### src/rtl/rxring_pkg.sv
package rxring_pkg;
    typedef enum logic [1:0] {
        ST_IDLE,
        ST_DATA,
        ST_SKIP,
        ST_HDR
    } rx_state_e;

    localparam int HDR_LEN   = 4;
    localparam int CNT_W     = 16;
    localparam int ST_INTACT = 0;
    localparam int ST_CRC    = 1;
    localparam int ST_ALIGN  = 2;
    localparam int ST_OVRUN  = 3;
endpackage

### src/rtl/rxring_ptr.sv
module rxring_ptr
    import rxring_pkg::*;
#(
    parameter int PG_W  = 8,
    parameter int OFF_W = 8
) (
    input  logic             clk,
    input  logic             rst_n,
    input  logic             first,
    input  logic             take,
    input  logic             last,
    input  logic [PG_W-1:0]  cur,
    input  logic [PG_W-1:0]  pfirst,
    input  logic [PG_W-1:0]  pstop,
    input  logic [PG_W-1:0]  bnd,
    input  logic [7:0]       status,
    output logic [PG_W-1:0]  a_pg,
    output logic [OFF_W-1:0] a_off,
    output logic             blocked,
    output logic [PG_W-1:0]  nxt_q,
    output logic [CNT_W-1:0] cnt_q,
    output logic [7:0]       stat_q
);
    logic [PG_W-1:0]  wpg;
    logic [OFF_W-1:0] woff;

    function automatic logic [PG_W-1:0] step(input logic [PG_W-1:0] p,
                                             input logic [PG_W-1:0] lo,
                                             input logic [PG_W-1:0] hi);
        logic [PG_W-1:0] q;
        q = p + 1'b1;
        return (q == hi) ? lo : q;
    endfunction

    always_comb begin
        a_pg    = first ? cur : wpg;
        a_off   = first ? OFF_W'(HDR_LEN) : woff;
        blocked = first ? (cur == bnd) : ((woff == '0) && (wpg == bnd));
    end

    always_ff @(posedge clk) begin
        if (!rst_n) begin
            wpg    <= '0;
            woff   <= '0;
            nxt_q  <= '0;
            cnt_q  <= '0;
            stat_q <= '0;
        end else if (take) begin
            if (&a_off) begin
                wpg  <= step(a_pg, pfirst, pstop);
                woff <= '0;
            end else begin
                wpg  <= a_pg;
                woff <= a_off + 1'b1;
            end
            cnt_q <= first ? CNT_W'(1) : cnt_q + 1'b1;
            if (last) begin
                nxt_q  <= step(a_pg, pfirst, pstop);
                stat_q <= status;
            end
        end
    end
endmodule

### src/rtl/rxring_hdr.sv
module rxring_hdr
    import rxring_pkg::*;
#(
    parameter int PG_W = 8
) (
    input  logic [1:0]       idx,
    input  logic [7:0]       stat,
    input  logic [PG_W-1:0]  nxt,
    input  logic [CNT_W-1:0] cnt,
    output logic [7:0]       byte_o
);
    always_comb begin
        unique case (idx)
            2'd0: byte_o = stat;
            2'd1: byte_o = 8'(nxt);
            2'd2: byte_o = cnt[7:0];
            2'd3: byte_o = cnt[15:8];
        endcase
    end
endmodule

### src/rtl/rxring_ctrl.sv
module rxring_ctrl
    import rxring_pkg::*;
#(
    parameter int PG_W = 8
) (
    input  logic            clk,
    input  logic            rst_n,
    input  logic            rx_valid,
    input  logic            rx_last,
    input  logic [3:0]      st_lo,
    input  logic            keep_bad,
    input  logic            blocked,
    input  logic [PG_W-1:0] nxt_pg,
    input  logic [PG_W-1:0] pfirst,
    output logic            first,
    output logic            take,
    output logic            hdr_we,
    output logic [1:0]      hidx,
    output logic [PG_W-1:0] curr,
    output logic            done,
    output logic            ovw,
    output logic            miss
);
    rx_state_e st, st_nx;
    logic      bad, keep;

    always_comb begin
        bad  = !st_lo[ST_INTACT] || st_lo[ST_CRC] || st_lo[ST_ALIGN] || st_lo[ST_OVRUN];
        keep = !bad || keep_bad;
    end

    // next state
    always_comb begin
        st_nx = st;
        unique case (st)
            ST_IDLE, ST_DATA: begin
                if (rx_valid) begin
                    if (blocked)
                        st_nx = rx_last ? ST_IDLE : ST_SKIP;
                    else if (rx_last)
                        st_nx = keep ? ST_HDR : ST_IDLE;
                    else
                        st_nx = ST_DATA;
                end
            end
            ST_SKIP: if (rx_valid && rx_last) st_nx = ST_IDLE;
            ST_HDR:  if (hidx == 2'd3) st_nx = ST_IDLE;
        endcase
    end

    // state register
    always_ff @(posedge clk) begin
        if (!rst_n) begin
            st   <= ST_IDLE;
            hidx <= '0;
            curr <= pfirst;
        end else begin
            st   <= st_nx;
            hidx <= (st == ST_HDR) ? hidx + 1'b1 : 2'd0;
            if (done) curr <= nxt_pg;
        end
    end

    // outputs
    always_comb begin
        first  = (st == ST_IDLE);
        take   = 1'b0;
        hdr_we = 1'b0;
        done   = 1'b0;
        ovw    = 1'b0;
        miss   = 1'b0;
        unique case (st)
            ST_IDLE, ST_DATA: begin
                if (rx_valid) begin
                    if (blocked) begin
                        ovw  = 1'b1;
                        miss = rx_last;
                    end else begin
                        take = 1'b1;
                    end
                end
            end
            ST_SKIP: miss = rx_valid && rx_last;
            ST_HDR: begin
                hdr_we = 1'b1;
                done   = (hidx == 2'd3);
            end
        endcase
    end
endmodule

### src/rtl/rxring_mgr.sv
module rxring_mgr
    import rxring_pkg::*;
#(
    parameter int PG_W  = 8,
    parameter int OFF_W = 8
) (
    input  logic                  clk,
    input  logic                  rst_n,
    input  logic [PG_W-1:0]       pg_first,
    input  logic [PG_W-1:0]       pg_stop,
    input  logic [PG_W-1:0]       bnd_pg,
    input  logic                  keep_bad,
    input  logic                  rx_valid,
    input  logic [7:0]            rx_data,
    input  logic                  rx_last,
    input  logic [7:0]            rx_status,
    output logic                  mem_we,
    output logic [PG_W+OFF_W-1:0] mem_addr,
    output logic [7:0]            mem_wdata,
    output logic [PG_W-1:0]       curr_pg,
    output logic                  frame_done,
    output logic                  ovw_warn,
    output logic                  missed
);
    localparam int AW = PG_W + OFF_W;

    logic             first, take, hdr_we, blocked;
    logic [1:0]       hidx;
    logic [PG_W-1:0]  a_pg, nxt_q;
    logic [OFF_W-1:0] a_off;
    logic [CNT_W-1:0] cnt_q;
    logic [7:0]       stat_q, hbyte;

    rxring_ctrl #(.PG_W(PG_W)) u_ctrl (
        .clk(clk), .rst_n(rst_n), .rx_valid(rx_valid), .rx_last(rx_last),
        .st_lo(rx_status[3:0]), .keep_bad(keep_bad), .blocked(blocked),
        .nxt_pg(nxt_q), .pfirst(pg_first), .first(first), .take(take),
        .hdr_we(hdr_we), .hidx(hidx), .curr(curr_pg), .done(frame_done),
        .ovw(ovw_warn), .miss(missed)
    );

    rxring_ptr #(.PG_W(PG_W), .OFF_W(OFF_W)) u_ptr (
        .clk(clk), .rst_n(rst_n), .first(first), .take(take), .last(rx_last),
        .cur(curr_pg), .pfirst(pg_first), .pstop(pg_stop), .bnd(bnd_pg),
        .status(rx_status), .a_pg(a_pg), .a_off(a_off), .blocked(blocked),
        .nxt_q(nxt_q), .cnt_q(cnt_q), .stat_q(stat_q)
    );

    rxring_hdr #(.PG_W(PG_W)) u_hdr (
        .idx(hidx), .stat(stat_q), .nxt(nxt_q), .cnt(cnt_q), .byte_o(hbyte)
    );

    always_comb begin
        mem_we    = take || hdr_we;
        mem_addr  = hdr_we ? AW'({curr_pg, {(OFF_W-2){1'b0}}, hidx}) : AW'({a_pg, a_off});
        mem_wdata = hdr_we ? hbyte : rx_data;
    end
endmodule

### config.mk
export PLATFORM = sky130hd
export DESIGN_NAME = rxring_mgr
export DESIGN_NICKNAME = d
export VERILOG_FILES = /design/src/rtl/rxring_pkg.sv /design/src/rtl/rxring_ptr.sv /design/src/rtl/rxring_hdr.sv /design/src/rtl/rxring_ctrl.sv /design/src/rtl/rxring_mgr.sv
export SDC_FILE = /design/constraint.sdc
export NUM_CORES = 1
export LEC_CHECK = 0
export BUFFER_PORTS_ARGS = -buffer_cell sky130_fd_sc_hd__buf_2
export CORE_ASPECT_RATIO = 1.2
export CORE_MARGIN = 4
export CORE_UTILIZATION = 45
export DETAILED_ROUTE_END_ITERATION = 8
export HOLD_SLACK_MARGIN = 0.12
export PLACE_DENSITY = 0.74
export SKIP_LAST_GASP = 1
export SYNTH_ARGS = -nofsm -noshare
export SYNTH_HDL_FRONTEND = slang
export SYNTH_HIERARCHICAL = 1
export SYNTH_SLANG_ARGS = --single-unit
### constraint.sdc
create_clock -name clk -period 3.46 [get_ports clk]
set_input_delay 0.346 -clock clk [delete_from_list [all_inputs] [get_ports clk]]
set_output_delay 0.346 -clock clk [all_outputs]
set_load 0.005 [all_outputs]
=== Yosys cells after proc, flatten, opt, wreduce, memory -nomap -nowiden ===
Cells that the tools add are included.

* Add/subtract/negate cells: 4
* Muxes and demuxes: 31
* Reduce and logical (&&, ||, !) cells: 17
* Equality and inequality tests: 13

{| class="wikitable"
|+ Operator list
! cell !! count
|-
| $mux W8 || 8
|-
| $mux W16 || 2
|-
| $pmux W8 S4 || 1
|-
| $eq A8 B8 Y1 || 3
|-
| $add A16 B1 Y16 const B || 1
|-
| $add A8 B1 Y8 const B || 2
|-
| $mux W2 || 7
|-
| $mux W1 || 11
|-
| $eq A2 B2 Y1 const B || 4
|-
| $logic_not A8 Y1 || 1
|-
| $reduce_and A8 Y1 || 1
|-
| $ne A2 B1 Y1 const B || 3
|-
| $pmux W2 S3 || 1
|-
| $logic_or A1 B1 Y1 || 5
|-
| $eq A2 B1 Y1 const B || 2
|-
| $logic_not A2 Y1 || 2
|-
| $reduce_and A2 Y1 || 2
|-
| $reduce_and A3 Y1 || 1
|-
| $add A2 B1 Y2 const B || 1
|-
| $logic_and A1 B1 Y1 || 2
|-
| $logic_not A1 Y1 || 2
|-
| $ne A2 B2 Y1 const B || 1
|-
| $pmux W1 S2 || 1
|-
| $reduce_or A2 Y1 || 1
|}

* Logic and storage cells: 73
* Bits of input ports: 45
* Bits in registers: 60

=== Depth between registers and ports, before layout ===
* Word-level depth: 11
* Depth in mapped cells: 14
* Depth with buffers taken out: 12

=== By module ===
The synthesis kept the hierarchy.

{| class="wikitable"
|+ By module, submodules not included
! module !! cells an instance !! area each (µm²) !! instances
|-
| rxring_ptr || 378 || 3110.5 || 1
|-
| rxring_ctrl || 48 || 590.6 || 1
|-
| rxring_mgr || 28 || 337.8 || 1
|-
| rxring_hdr || 10 || 196.4 || 1
|}

=== Worst setup path after synthesis ===
Ideal clock, no wire load.

* Path kind: register to register
* Start point: reg u_ctrl.st[1]
* End point: reg u_ptr.wpg[2]
* Buffers on the path: 3
* Slack: 0.412 ns
* Arrival: 2.953 ns
* Stages on the path, launching flop included: 13
* Clock period less this slack: 3.048 ns
* Library setup time: 0.096 ns
* Cells stage by stage: dfxtp_1 nor2_1 buf_6 buf_8 mux2i_1 inv_1 ha_1 xor2_1 a211oi_1 nand4_1 buf_2 or4_1 o311ai_1

* Longest elaborated chain between the ends: 6
* Elaborated cells between the ends (all ways): 14
* Those cells by class: add/sub: 1; eq/ne: 2; mux: 8; reduce/logical: 3

{| class="wikitable"
|+ RTL lines
! element !! line !! source
|-
| start, declared || rxring_ctrl.sv:24 || <nowiki>rx_state_e st, st_nx;</nowiki>
|-
| start signal, assigned || rxring_ctrl.sv:58 || <nowiki>st <= st_nx;</nowiki>
|-
| $logic_not A2 Y1 (*) || rxring_ctrl.sv:66 || <nowiki>first = (st == ST_IDLE);</nowiki>
|-
| named net first || rxring_mgr.sv:27 || <nowiki>logic first, take, hdr_we, blocked;</nowiki>
|-
| $mux W8 (*) || rxring_ptr.sv:36 || <nowiki>a_pg = first ? cur : wpg;</nowiki>
|-
| named net a_pg[0] || rxring_mgr.sv:29 || <nowiki>logic [PG_W-1:0] a_pg, nxt_q;</nowiki>
|-
| $add A8 B1 Y8 (*) || rxring_ptr.sv:31 || <nowiki>q = p + 1'b1;</nowiki>
|-
| $eq A8 B8 Y1 || rxring_ptr.sv:32 || <nowiki>return (q == hi) ? lo : q;</nowiki>
|-
| $mux W8 (*) || rxring_ptr.sv:32 ||
|-
| $mux W8 (*) || rxring_ptr.sv:49 || <nowiki>if (&a_off) begin</nowiki>
|-
| end signal, assigned || rxring_ptr.sv:50 || <nowiki>wpg <= step(a_pg, pfirst, pstop);</nowiki>
|-
| end signal, assigned || rxring_ptr.sv:53 || <nowiki>wpg <= a_pg;</nowiki>
|-
| end, declared || rxring_ptr.sv:24 || <nowiki>logic [PG_W-1:0] wpg;</nowiki>
|}

The timed path passes the listed nets; every way through them passes the cells marked *.
A chain may end at the register's enable or synchronous reset.

=== Worst setup path after layout ===
* Start point: reg u_ctrl.st[1]
* End point: reg u_ptr.wpg[0]

* Longest elaborated chain between the ends: 6
* Elaborated cells between the ends (all ways): 14
* Those cells by class: add/sub: 1; eq/ne: 2; mux: 8; reduce/logical: 3

{| class="wikitable"
|+ RTL lines
! element !! line
|-
| $logic_not A2 Y1 (*) || rxring_ctrl.sv:66
|-
| named net first || rxring_mgr.sv:27
|-
| $mux W8 || rxring_ptr.sv:36
|-
| $add A8 B1 Y8 || rxring_ptr.sv:31
|-
| $eq A8 B8 Y1 || rxring_ptr.sv:32
|-
| $mux W8 || rxring_ptr.sv:32
|-
| $mux W8 || rxring_ptr.sv:49
|}

Marked as above.

==> results.toml <==
[cells_and_area]
drive_above_1_share_pct = 30.20
final_util_pct = 53.41
antenna_cells = 0
final_cells = 663
nFillCells = 861
area_delta_synth_final_pct = 15.13
nNetsFinal = 588

[cts]
post_cts_buffers = 0
cts_tree = "built"
clkSinkCount = 60
cts-resized-gates = 0
path_clk_slew_ns = 0.07
ctsRootBufferMaster = "clkbuf_8"
clk_path_buf_depth = 2
htreeDepth = 3
cts_made_buffers = 9
hold_buffers = 0
insertion_delay_ns = 0.34

[route]
ant_nets = 0
route.detailed.drc = 0
drtIter0Drc = 384
vias = 3849
routed_wl_mm = 11.68
dr.pass1.iters = 5
routedWlPerCell_um = 17.62
viasPerCell = 5.805

[worst_setup_path]
start_kind = "flip-flop"
rrSetupSlack_ns = 0.34
cp_num_buf_inv = 1
worstRegToRegCells = 8
r2r_start = "u_ctrl/st[1]"
slowest_stage = "or4_1"
worstSetupEndpointType = "flip-flop"
r2r-end = "u_ptr/wpg[0]"
cp_top_family = "simple AND/OR/NAND/NOR gates"
cpPeakStageDelay_ns = 0.63
startpoint = "u_ctrl/st[1]"
crit_chain = "nor2_2 > buf_4 > mux2i_1 > xor2_1 > a211oi_1 > nand4_1 > or4_1 > o311ai_1"
cp_max_fo = 29
arrival_ns = 3.36
path_class = "flip-flop to flip-flop"
worst_ep_required_time_ns = 3.70

[synthesis]
synth_most_common_cell = "nand2_1"
netlist_area_um2 = 4235
yosysWarningCount = 6
synth_edf_count = 8
synthFlopType = "dfxtp_1"
syn-num-nets = 513
synth_common_cells = "55 x nand2_1, 52 x dfxtp_1, 35 x nor2_1"
synth_top_area_share_pct = 24.58
netlist_instances = 464
avgSynthCellArea_um2 = 9.128
yosys-top-cells-area = "dfxtp_1 25%, edfxtp_1 5.7%, nand2_1 4.9%"
synth-seq-cells = 60
synth.distinct_cells = 70
synth-async-reset-ratio_pct = 0
yosys.area.top_type = "dfxtp_1"
ys_seq_area_share_pct = 30.25

[timing]
report.final.hold_viol_count = 0
post-route-period-util_pct = 90.12
tightestPinTransition_ns = 1.042
relSlewSlack_pct = 30.05
rsz0062_at_grt = "no"
finClkSkew_ns = 0.009241
hold_ws_ns = 0.2576
tns_ns = 0
finalSetupViolCount = 0
post-route-min-period_ns = 3.118
slew_viol_final = 0
fmax_mhz = 320.7

[pwr]
p_per_area_nw_per_um2 = 360.4
max-vdd-ir-drop_v = 0.0002412
cellLeakagePower_nw = 2.003
total_power_w = 0.001757

[global_routing]
grt_use_total_pct = 21.75
use_met1_pct = 28.20
met2_usage_pct = 34.25
grt_max_degree = 50
antenna_found_initial = 0
grt_use_met3_pct = 4.274
grt_pass1_wl_mm = 18.47
overflow = 0
grt_pass1_vias = 3776
grt_busiest_layer = "met2"

[floorplanning]
die_area_um2 = 11030
rows = 38
fp.dieW_um = 96.56
initial_core_util_pct = 46.40
io_pins = 81
core-area_um2 = 9129
dieHeight_um = 114.3

[min_path]
hold_end = "u_ptr/stat_q[4]"
holdPathStages = 3
hp-class = "input pin to flip-flop"
hold_start = "rx_status[4]"

[placement]
port_buffers = 80
routabilityCongestion = 0.9051
hpwlAfterDp_mm = 8.863
placedCellCount = 648

[run]
cap_violations = 0

[run_status]
outcome = "complete, no violations"
-- metrics by stage --
stage	area [um^2]	setup WS [ns]
floorplan	4235	0.4115
global placement	4700	0.4715
detailed placement	4700	0.4245
CTS	4876	0.4023
global route	4876	0.1254
finish	4876	0.3418
-- routing by layer --
layer,up-vias,part of all wire [%]
met2,162,48
met3,34,6.4
met4,0,3.7
met1,1815,42
met5,-,0
li1,1838,-
-- power breakdown --
| group | leakage [nW] | internal, W | total (W) | switching, W |
|---|---|---|---|---|
| combinational | 1.40 | 0.000184 | 0.000400 | 0.000216 |
| sequential | 0.504 | 0.000739 | 0.000784 | 0.0000441 |
| clock | 0.0941 | 0.000297 | 0.000574 | 0.000277 |
-- worst min-delay path, delay by kind of cell --
family | cells | cell delay [ns]
compound gates | 1 | 0.06
simple gates | 1 | 0.04
buf+inv | 1 | 0.09
-- how the worst max path moves through the flow --
stage,endpoint,slack [ns],cells past startpoint
2_1_floorplan,u_ptr/wpg[2],0.41,12
3_3_place_gp,u_ptr/wpg[4],0.47,10
3_5_place_dp,u_ptr/wpg[0],0.42,10
4_1_cts,u_ptr/wpg[0],0.40,10
5_1_grt,u_ptr/wpg[6],0.13,8
6_report,u_ptr/wpg[0],0.34,8
-- logic make-up after synthesis --
| family | Yosys count | synth area share (%) |
|---|---|---|
| AO/OA/AOI/OAI | 77 | 13.83 |
| XOR/XNOR | 39 | 8.715 |
| adder cells (fa/ha/maj) | 4 | 1.182 |
| buffers and inverters | 44 | 5.731 |
| flip-flops | 60 | 30.25 |
| multiplexers | 48 | 15.72 |
| AND/OR/NAND/NOR | 192 | 24.58 |
-- cell usage in the layout, fill, tap and decap left out, types with 5 or more instances in the layout --
cell type	netlist	final
mux2i_1	11	11
mux4_2	8	8
nand3_1	16	16
buf_4	0	11
inv_1	17	17
or4_1	8	8
nand2_1	55	55
a21oi_1	7	7
xnor2_1	20	20
mux2_2	16	16
o21ai_0	13	13
a31oi_1	6	6
xor2_1	17	17
dfxtp_1	52	52
o2bb2ai_1	7	7
a21boi_0	10	10
nor2b_1	18	18
nor4_1	5	5
buf_2	3	80
edfxtp_1	8	8
and4_1	5	5
a211oi_1	5	5
nand4_1	11	11
nor2_1	35	34
mux2_4	13	13
clkbuf_8	0	9
o311ai_1	5	5
-- registers in the layout (all words and copies together) (netlist names) --
signal and cells:
u_ptr/cnt_q 16, u_ptr/woff 8, u_ptr/wpg 8, u_ctrl/curr 8
u_ptr/stat_q 8, u_ctrl/hidx 2, u_ctrl/st 2, u_ptr/nxt_q 8
-- cell type report --
class                      count  area (um^2)  area share (%)
tap                          120        150.1           3.079
clock buffer                  11        152.6           3.131
timing repair buffer          91        483.0           9.905
multi-input combinational    360         2721           55.81
inverter                      17        63.81           1.309
sequential                    60         1281           26.28
clock inverter                 4        23.77          0.4876
(Power assumes the default switching activity.)
